$ cat src/rtl/banked_rf_pkg.sv
package banked_rf_pkg;

  typedef enum logic [1:0] {
    OP_RD   = 2'd0,
    OP_WR   = 2'd1,
    OP_BSET = 2'd2,
    OP_BCLR = 2'd3
  } rf_op_e;

  typedef enum logic [1:0] {
    K_RAM  = 2'd0,
    K_NULL = 2'd1,
    K_STAT = 2'd2,
    K_PTR  = 2'd3
  } rf_kind_e;

  // status layout
  localparam int STAT_RP_LO = 5;  // lowest direct bank bit
  localparam int STAT_IRP   = 7;  // pointer-mode bank bit
  localparam int FLAG_W     = 3;  // ALU-owned flag bits

endpackage

$ cat src/rtl/rf_addr_gen.sv
module rf_addr_gen
  import banked_rf_pkg::*;
#(
  parameter int DW       = 8,
  parameter int FLD_W    = 7,
  parameter int BANK_W   = 2,
  parameter int PTR_W    = 8,
  parameter int IND_OFS  = 0,
  parameter int STAT_OFS = 3,
  parameter int PTR_OFS  = 4
) (
  input  logic [FLD_W-1:0]        fld,
  input  logic [DW-1:0]           stat,
  input  logic [PTR_W-1:0]        ptr,
  output logic [FLD_W+BANK_W-1:0] addr,
  output rf_kind_e                kind
);
  localparam int AW    = FLD_W + BANK_W;
  localparam int IHI_W = AW - PTR_W;

  logic [FLD_W-1:0] low;

  always_comb begin
    if (fld == FLD_W'(IND_OFS))
      addr = {stat[STAT_IRP -: IHI_W], ptr};
    else
      addr = {stat[STAT_RP_LO +: BANK_W], fld};
    low = addr[FLD_W-1:0];
    if (low == FLD_W'(IND_OFS))       kind = K_NULL;
    else if (low == FLD_W'(STAT_OFS)) kind = K_STAT;
    else if (low == FLD_W'(PTR_OFS))  kind = K_PTR;
    else                              kind = K_RAM;
  end

endmodule

$ cat src/rtl/rf_store.sv
module rf_store #(
  parameter int AW = 9,
  parameter int DW = 8
) (
  input  logic          clk,
  input  logic          we,
  input  logic [AW-1:0] waddr,
  input  logic [DW-1:0] wdata,
  input  logic [AW-1:0] raddr,
  output logic [DW-1:0] rdata
);
  localparam int DEPTH = 1 << AW;

  logic [DW-1:0] mem [DEPTH];

  // read-first single-clock array, block RAM friendly
  always_ff @(posedge clk) begin
    if (we) mem[waddr] <= wdata;
    rdata <= mem[raddr];
  end

endmodule

$ cat src/rtl/rf_ctrl_regs.sv
module rf_ctrl_regs
  import banked_rf_pkg::*;
#(
  parameter int DW    = 8,
  parameter int PTR_W = 8
) (
  input  logic              clk,
  input  logic              rst,
  input  logic              stat_we,
  input  logic              ptr_we,
  input  logic [DW-1:0]     bus_wdata,
  input  logic              alu_we,
  input  logic [FLAG_W-1:0] alu_flags,
  output logic [DW-1:0]     status_q,
  output logic [PTR_W-1:0]  ptr_q,
  output logic [DW-1:0]     stat_nxt,
  output logic [PTR_W-1:0]  ptr_nxt
);

  always_comb begin
    stat_nxt = status_q;
    if (stat_we) stat_nxt[DW-1:FLAG_W] = bus_wdata[DW-1:FLAG_W];
    if (alu_we)  stat_nxt[FLAG_W-1:0]  = alu_flags;
    ptr_nxt = ptr_we ? bus_wdata[PTR_W-1:0] : ptr_q;
  end

  always_ff @(posedge clk) begin
    if (rst) begin
      status_q <= '0;
      ptr_q    <= '0;
    end else begin
      status_q <= stat_nxt;
      ptr_q    <= ptr_nxt;
    end
  end


  reset_zero_chk: assert property (@(posedge clk) disable iff (rst)
    $past(rst) |-> (status_q == '0 && ptr_q == '0));


  flag_load_chk: assert property (@(posedge clk) disable iff (rst)
    (!$past(rst) && $past(alu_we)) |-> status_q[FLAG_W-1:0] == $past(alu_flags));


  flag_hold_chk: assert property (@(posedge clk) disable iff (rst)
    (!$past(rst) && !$past(alu_we)) |-> status_q[FLAG_W-1:0] == $past(status_q[FLAG_W-1:0]));


  bank_hold_chk: assert property (@(posedge clk) disable iff (rst)
    (!$past(rst) && !$past(stat_we)) |-> status_q[DW-1:FLAG_W] == $past(status_q[DW-1:FLAG_W]));


  ptr_hold_chk: assert property (@(posedge clk) disable iff (rst)
    (!$past(rst) && !$past(ptr_we)) |-> ptr_q == $past(ptr_q));

endmodule

$ cat src/rtl/banked_regfile.sv
module banked_regfile
  import banked_rf_pkg::*;
#(
  parameter int DW       = 8,
  parameter int FLD_W    = 7,
  parameter int BANK_W   = 2,
  parameter int PTR_W    = 8,
  parameter int IND_OFS  = 0,
  parameter int STAT_OFS = 3,
  parameter int PTR_OFS  = 4
) (
  input  logic                   clk,
  input  logic                   rst,
  input  logic                   req_vld,
  input  logic [1:0]             req_op,
  input  logic [FLD_W-1:0]       req_fld,
  input  logic [DW-1:0]          req_wdata,
  input  logic [$clog2(DW)-1:0]  req_bit,
  input  logic                   alu_flag_we,
  input  logic [FLAG_W-1:0]      alu_flags,
  output logic                   rd_vld,
  output logic [DW-1:0]          rd_data,
  output logic [DW-1:0]          status_q,
  output logic [PTR_W-1:0]       ptr_q
);
  localparam int AW    = FLD_W + BANK_W;
  localparam int BIT_W = $clog2(DW);

  // stage 0: address formation from committed-or-committing state
  logic [DW-1:0]    stat_nxt;
  logic [PTR_W-1:0] ptr_nxt;
  logic [AW-1:0]    a0_addr;
  rf_kind_e         a0_kind;

  rf_addr_gen #(
    .DW(DW), .FLD_W(FLD_W), .BANK_W(BANK_W), .PTR_W(PTR_W),
    .IND_OFS(IND_OFS), .STAT_OFS(STAT_OFS), .PTR_OFS(PTR_OFS)
  ) u_agen (
    .fld  (req_fld),
    .stat (stat_nxt),
    .ptr  (ptr_nxt),
    .addr (a0_addr),
    .kind (a0_kind)
  );

  // stage 1 registers
  logic             s1_vld;
  rf_op_e           s1_op;
  rf_kind_e         s1_kind;
  logic [AW-1:0]    s1_addr;
  logic [DW-1:0]    s1_wdata;
  logic [BIT_W-1:0] s1_bit;
  logic             fwd_hit;
  logic [DW-1:0]    fwd_data;

  logic [DW-1:0] ram_q;
  logic [DW-1:0] cur_byte;
  logic [DW-1:0] new_byte;
  logic [DW-1:0] bmask;
  logic          wr_any;
  logic          ram_we;
  logic          stat_we;
  logic          ptr_we;
  logic          s1_rd;

  always_comb begin
    unique case (s1_kind)
      K_NULL:  cur_byte = '0;
      K_STAT:  cur_byte = status_q;
      K_PTR:   cur_byte = DW'(ptr_q);
      default: cur_byte = fwd_hit ? fwd_data : ram_q;
    endcase
    bmask = DW'(1) << s1_bit;
    unique case (s1_op)
      OP_WR:   new_byte = s1_wdata;
      OP_BSET: new_byte = cur_byte | bmask;
      OP_BCLR: new_byte = cur_byte & ~bmask;
      default: new_byte = cur_byte;
    endcase
    s1_rd   = s1_vld && (s1_op == OP_RD);
    wr_any  = s1_vld && (s1_op != OP_RD);
    ram_we  = wr_any && (s1_kind == K_RAM);
    stat_we = wr_any && (s1_kind == K_STAT);
    ptr_we  = wr_any && (s1_kind == K_PTR);
  end

  rf_store #(.AW(AW), .DW(DW)) u_store (
    .clk   (clk),
    .we    (ram_we),
    .waddr (s1_addr),
    .wdata (new_byte),
    .raddr (a0_addr),
    .rdata (ram_q)
  );

  rf_ctrl_regs #(.DW(DW), .PTR_W(PTR_W)) u_ctrl (
    .clk       (clk),
    .rst       (rst),
    .stat_we   (stat_we),
    .ptr_we    (ptr_we),
    .bus_wdata (new_byte),
    .alu_we    (alu_flag_we),
    .alu_flags (alu_flags),
    .status_q  (status_q),
    .ptr_q     (ptr_q),
    .stat_nxt  (stat_nxt),
    .ptr_nxt   (ptr_nxt)
  );

  // control state with reset
  always_ff @(posedge clk) begin
    if (rst) begin
      s1_vld  <= 1'b0;
      rd_vld  <= 1'b0;
      fwd_hit <= 1'b0;
      s1_op   <= OP_RD;
      s1_kind <= K_RAM;
    end else begin
      s1_vld  <= req_vld;
      rd_vld  <= s1_rd;
      fwd_hit <= ram_we && req_vld && (a0_kind == K_RAM) && (a0_addr == s1_addr);
      s1_op   <= rf_op_e'(req_op);
      s1_kind <= a0_kind;
    end
  end

  // payload without reset
  always_ff @(posedge clk) begin
    s1_addr  <= a0_addr;
    s1_wdata <= req_wdata;
    s1_bit   <= req_bit;
    fwd_data <= new_byte;
    if (s1_rd) rd_data <= cur_byte;
  end


  null_read_chk: assert property (@(posedge clk) disable iff (rst)
    (s1_vld && s1_op == OP_RD && s1_kind == K_NULL) |=> (rd_vld && rd_data == '0));


  rd_latency_chk: assert property (@(posedge clk) disable iff (rst)
    (req_vld && req_op == 2'd0) |=> ##1 rd_vld);


  rd_only_chk: assert property (@(posedge clk) disable iff (rst)
    !(req_vld && req_op == 2'd0) |=> ##1 !rd_vld);

endmodule

$ cat config.mk
export PLATFORM = sky130hd
export DESIGN_NAME = banked_regfile
export DESIGN_NICKNAME = d
export VERILOG_FILES = /design/src/rtl/banked_rf_pkg.sv /design/src/rtl/rf_addr_gen.sv /design/src/rtl/rf_store.sv /design/src/rtl/rf_ctrl_regs.sv /design/src/rtl/banked_regfile.sv
export SDC_FILE = /design/constraint.sdc
export NUM_CORES = 2
export LEC_CHECK = 0
export BUFFER_PORTS_ARGS = -buffer_cell sky130_fd_sc_hd__buf_2
export CORE_ASPECT_RATIO = 1.1
export CORE_MARGIN = 10
export CORE_UTILIZATION = 50
export CTS_CLUSTER_DIAMETER = 80
export DETAILED_ROUTE_END_ITERATION = 7
export MAX_ROUTING_LAYER = met4
export PLACE_DENSITY = 0.68
export SYNTH_ARGS = -nofsm -noshare
export SYNTH_HDL_FRONTEND = slang
export SYNTH_HIERARCHICAL = 1
export SYNTH_SLANG_ARGS = --single-unit
$ cat constraint.sdc
create_clock -name clk -period 27.6 [get_ports clk]
set_input_delay 5.52 -clock clk [delete_from_list [all_inputs] [get_ports clk]]
set_output_delay 5.52 -clock clk [all_outputs]
set_load 0.01 [all_outputs]
Word-level counts from Yosys, hierarchy flattened
Memories as Yosys holds them, arrays and structs flattened. A register that Yosys moved wholly into a read port is not among the register bits.
Cells that the tools add are included.
{"block": "totals", "reg_bits": 59, "ramBits": 4096, "wordCells": 53, "memories": 1}
{"block": "classes", "eq_ne": 9, "shift": 1, "mux": 11, "bitwise_logic": 3, "n_reduce_logical": 14}
{"name": "u_store.mem", "words": 512, "word_bits": 8, "read_ports": 1, "rd_clocked_by_memory_dff": 1, "wr": 1, "line": "rf_store.sv:14", "text": "logic [DW-1:0] mem [DEPTH];"}
{"cell": "8-bit case mux with 3 select lines", "n": 2}
{"cell": "8-bit 2-to-1 mux", "n": 2}
{"cell": "7-bit logical NOT", "n": 2}
{"cell": "9-bit == test", "n": 1}
{"cell": "9-bit 2-to-1 mux", "n": 1}
{"cell": "8-bit AND", "n": 1}
{"cell": "2-bit == test, second input constant", "n": 4}
{"cell": "1-bit logical AND", "n": 8}
{"cell": "8-bit NOT", "n": 1}
{"cell": "8-bit bitwise OR", "n": 1}
{"cell": "1-bit by 3-bit << shifter with 8-bit output, first input constant", "n": 1}
{"cell": "7-bit by 2-bit == test with 1-bit output, second input constant", "n": 1}
{"cell": "7-bit by 3-bit == test with 1-bit output, second input constant", "n": 1}
{"cell": "2-bit logical NOT", "n": 3}
{"cell": "2-bit 2-to-1 mux", "n": 3}
{"cell": "5-bit 2-to-1 mux", "n": 1}
{"cell": "2-bit by 1-bit == test with 1-bit output, second input constant", "n": 2}
{"cell": "1-bit 2-to-1 mux", "n": 2}
{"cell": "2-bit nonzero test", "n": 1}

Depth between registers and ports, before layout
{"block": "depth", "word_depth": 13, "mapped_depth": 19, "mapped_depth_nobuf": 13}

Hierarchy
The synthesis kept the hierarchy.
{"module": "rf_store", "instances": 1, "cells_each": 8030, "area_per_inst_um2": 159927.1}
{"module": "banked_regfile", "instances": 1, "cells_each": 159, "area_per_inst_um2": 1810.5}
{"module": "rf_ctrl_regs", "instances": 1, "cells_each": 50, "area_per_inst_um2": 650.6}
{"module": "rf_addr_gen", "instances": 1, "cells_each": 24, "area_per_inst_um2": 196.4}

Least setup slack after synthesis
OpenSTA, ideal clock, no wires.
{"block": "synth_timing", "kind": "flip-flop to flip-flop", "start": "register s1_op[1]", "end": "register u_store.rdata[2], read port of u_store.mem", "arrival_ns": 11.456, "required_time_ns": 27.482, "setup_slack_ns": 16.026, "stages_incl_launch_ff": 15, "path_buffers": 2, "synth_period_minus_slack_ns": 11.574, "cell_sequence": "dfxtp_1 > buf_2 > nor2b_1 > nand3_1 > o221ai_2 > mux2_2 > mux2_2 > nor3b_1 > nand2_1 > clkbuf_1 > nor3_1 > nor4_1 > o311ai_0 > nor4_1 > o2111a_1"}
{"block": "synth_between", "word_cells_on_any_way": 11}
{"item": "from (decl)", "line": "banked_regfile.sv:48", "text": "rf_op_e s1_op;"}
{"item": "from (signal assigned)", "line": "banked_regfile.sv:122", "text": "s1_op <= rf_op_e'(req_op);"}
{"item": "2-bit == test / 2-bit by 1-bit == test with 1-bit output (equally long branches)", "line": "banked_regfile.sv:74", "text": "unique case (s1_op)"}
{"item": "8-bit case mux with 3 select lines (*)", "line": "banked_regfile.sv:74"}
{"item": "via new_byte[6]", "line": "banked_regfile.sv:58", "text": "logic [DW-1:0] new_byte;"}
{"item": "5-bit 2-to-1 mux (*)", "line": "rf_ctrl_regs.sv:22", "text": "if (stat_we) stat_nxt[DW-1:FLAG_W] = bus_wdata[DW-1:FLAG_W];"}
{"item": "via stat_nxt[6]", "line": "banked_regfile.sv:30", "text": "logic [DW-1:0] stat_nxt;"}
{"item": "9-bit 2-to-1 mux (*)", "line": "rf_addr_gen.sv:24", "text": "if (fld == FLD_W'(IND_OFS))"}
{"item": "via a0_addr[8]", "line": "banked_regfile.sv:32", "text": "logic [AW-1:0] a0_addr;"}
{"item": "to (decl)", "line": "rf_store.sv:10", "text": "output logic [DW-1:0] rdata"}
Mark *: on every way through the listed nets, which the timed path passes. The rest lies on a longest branch.
A chain may end at the register's enable or synchronous reset.

Final worst setup path
{"block": "layout_timing", "start": "input req_fld[4]", "end": "register u_store.rdata[4], read port of u_store.mem"}
{"block": "layout_between", "elab_chain_cells": 2}
{"item": "from (decl)", "line": "banked_regfile.sv:16", "text": "input logic [FLD_W-1:0] req_fld,"}
{"item": "7-bit logical NOT", "line": "rf_addr_gen.sv:24"}
{"item": "9-bit 2-to-1 mux", "line": "rf_addr_gen.sv:24"}
{"item": "via a0_addr[2]", "line": "banked_regfile.sv:32"}
The timed path passes the listed nets, and every way through them passes these cells.

==> impl_metrics.json <==
{
  "run_status": "finished, violations left",
  "violations": "capacitance limit",
  "insertion_delay_ns": 0.94,
  "cts_resized": 0,
  "ys_ff_latch": 4163,
  "fp.dieArea_mm2": 0.348,
  "cts_buffers": 399,
  "yosys_warnings": 6,
  "vdd_drop_max_mv": 0.0600,
  "setup_violations": 0,
  "antenna_left": 0,
  "wl_per_cell_um": 31.9,
  "fin_crit_ns": 12.47,
  "drtIter0Drc": 11100,
  "max_stage_delay_ns": 0.71,
  "synth.avg_cell_area_um2": 19.7,
  "relSlewSlack_pct": 2.30,
  "root_buffer": "clkbuf_16",
  "grt_use_total_pct": 24.0,
  "max_freq_mhz": 80.2,
  "maxSlewViolCount": 0,
  "gp_congestion": 0.861,
  "cts_buffer_depth": 4,
  "instances_no_fill": 13000,
  "num_vias": 84200,
  "layout_setup_ws_ns": 15.13,
  "post-route-drc-count": 0,
  "die_h_um": 618,
  "cp-end-kind": "flip-flop",
  "worstPathRequired_ns": 28.41,
  "cts_hold_buffers": 0,
  "synth-async-reset-ratio_pct": 0,
  "layout-drive-gt1-share_pct": 17.3,
  "syn_inst": 8263,
  "synth_edf_count": 4104,
  "vias_per_cell": 6.48,
  "crit_chain": "buf_2 > or4_4 > nor3_1 > a21o_4 > buf_4 > buf_4 > or2_4 > buf_12 > buf_4 > buf_4 > o221ai_1 > a21oi_1 > nor4_1 > nand4_1 > o21ai_0 > buf_4 > o2111a_1",
  "die_x_um": 564,
  "multi_input_area_mm2": 0.0354,
  "grt_pass1_wl_mm": 599,
  "cts_tree": "yes",
  "synth_top_area_cell": "edfxtp_1",
  "fillCellCount": 23800,
  "syn-num-nets": 8290,
  "critPathBufInv": 7,
  "synthTopCellsByArea": "edfxtp_1 (76%), mux4_2 (9.1%), mux2i_1 (5.0%), o221ai_1 (2.0%), nor2_1 (1.4%)",
  "grt_max_degree": 213,
  "synthFlopType": "edfxtp_1",
  "worst_slew_pin_slew_ns": 1.45,
  "rsz0062_at_grt": "false",
  "path_max_fanout": 113,
  "power.leakage_nw": 56.6,
  "synth_seq_area_share_pct": 76.5,
  "synth_commonest_cells": "edfxtp_1 (4,104), mux2i_1 (805), mux4_2 (654)",
  "portBuffers": 51,
  "worstPathArrival_ns": 13.27,
  "final_core_util_pct": 55.5,
  "postCtsSetupBuffers": 0,
  "ys_types": 68,
  "skew_ns": 0.0743,
  "seqCellArea_mm2": 0.124,
  "drtPass1Iterations": 6,
  "hold_class": "reg -> reg",
  "wl_mm": 415,
  "ios": 52,
  "critical-path-top-delay-family": "buffers and inverters",
  "synth_most_common_cell": "edfxtp_1",
  "area_growth_pct": 10.5,
  "grt_pass1_vias": 83500,
  "post-dp-hpwl_mm": 251,
  "worst-setup-path-type": "in -> reg",
  "slowest_stage": "buf_4",
  "design.core.area_mm2": 0.324,
  "pre_cts_slack_ns": 14.36,
  "tns_ns": 0,
  "hold_viol": 0,
  "synth_area_mm2": 0.163,
  "maxCapViolCount": 1,
  "antenna_found_initial": 17,
  "clkSlewWorstSetupHoldPaths_ns": 0.06,
  "cpMostUsedCell": "buf_4",
  "h-tree-depth": 5,
  "start_util_pct": 50.2,
  "rows": 219,
  "clock-sinks": 4163,
  "layout.nets": 8380,
  "p_per_area_mw_per_mm2": 74.9,
  "grt_overflow": 0,
  "crit_path_start_kind": "input port",
  "timing.final.crit_share_pct": 45.2,
  "hold_slack_ns": 0.634,
  "dp_cells": 12300,
  "synth_top_area_share_pct": 75.8
}
-- power breakdown --
part	leakage, nW	internal, mW	switching [mW]	total, mW
registers	37.4	7.25	0.0121	7.26
clock network	6.16	3.03	2.27	5.30
logic	13.0	0.200	0.679	0.879
total	56.6	10.5	2.96	13.4
-- area by class of cell --
type	instances	share of cell area, %
Multi-Input combinational cell	3564	19.7
Timing Repair Buffer	216	0.936
Antenna cell	21	0.0293
Inverter	9	0.0230
Clock inverter	229	1.14
Sequential cell	4163	69.3
Clock buffer	486	5.85
Tap cell	4309	3.00
-- through the flow --
step                instance area [um^2]  total power [mW]
floorplan                         163000              8.08
detailed placement                167000              8.27
global route                      180000              13.8
CTS                               180000              13.5
finish                            180000              13.4
global placement                  167000              8.24
-- flip-flops by register name, summed over array words and instances, names as in the netlist, 8 cells and up --
name / count
fwd_data: 8
rd_data: 8
s1_addr: 9
s1_wdata: 8
u_ctrl/ptr_q: 8
u_ctrl/status_q: 8
u_store/mem: 4096
u_store/rdata: 8
-- per-layer routing --
metal	up-vias	part of all wire, %	GRT usage, %
met5	-	0	-
met4	0	3.7	7.99
met3	825	9.6	4.74
met2	4594	49	37.9
met1	44300	38	31.6
li1	34500	-	-
-- cell families after synthesis --
group | count (synthesis) | synth area share, %
AND/OR/NAND/NOR | 1063 | 2.92
AO/OA/AOI/OAI | 1015 | 4.46
buffers and inverters | 536 | 1.90
flip-flops | 4163 | 76.5
XOR/XNOR | 9 | 0.0485
multiplexers | 1477 | 14.2
-- path summary, 6_finish.rpt --
| check | slack (ns) | startpoint | to | cells past startpoint |
|---|---|---|---|---|
| setup / recovery | 15.13 | req_fld[4] | u_store/rdata[4]$_DFF_P_ | 17 |
| hold / removal | 0.63 | s1_addr[5]$_DFF_P_ | fwd_hit$_SDFF_PP0_ | 3 |
| setup reg to reg | 17.54 | fwd_hit$_SDFF_PP0_ | u_store/rdata[4]$_DFF_P_ | 19 |
| hold reg to reg | 0.63 | s1_addr[5]$_DFF_P_ | fwd_hit$_SDFF_PP0_ | 3 |
-- cells in the final DEF, fill, tap and decap left out, types with 75 or more instances in the layout --
cell / n
mux2i_1: 805
o22ai_1: 163
clkbuf_16: 408
o21ai_0: 122
buf_4: 150
o221ai_1: 371
clkinv_1: 93
a21oi_1: 194
mux4_2: 654
clkinv_2: 75
nor2_1: 598
nor3_1: 113
clkbuf_1: 78
nand2_1: 112
edfxtp_1: 4104
-- tightest hold or removal path: stages (launching register included) --
cell,delay (ns)
dfxtp_1,0.35
xnor2_1,0.14
nand4_1,0.07
nor3_1,0.04
Power figures use the tool's default switching activity.
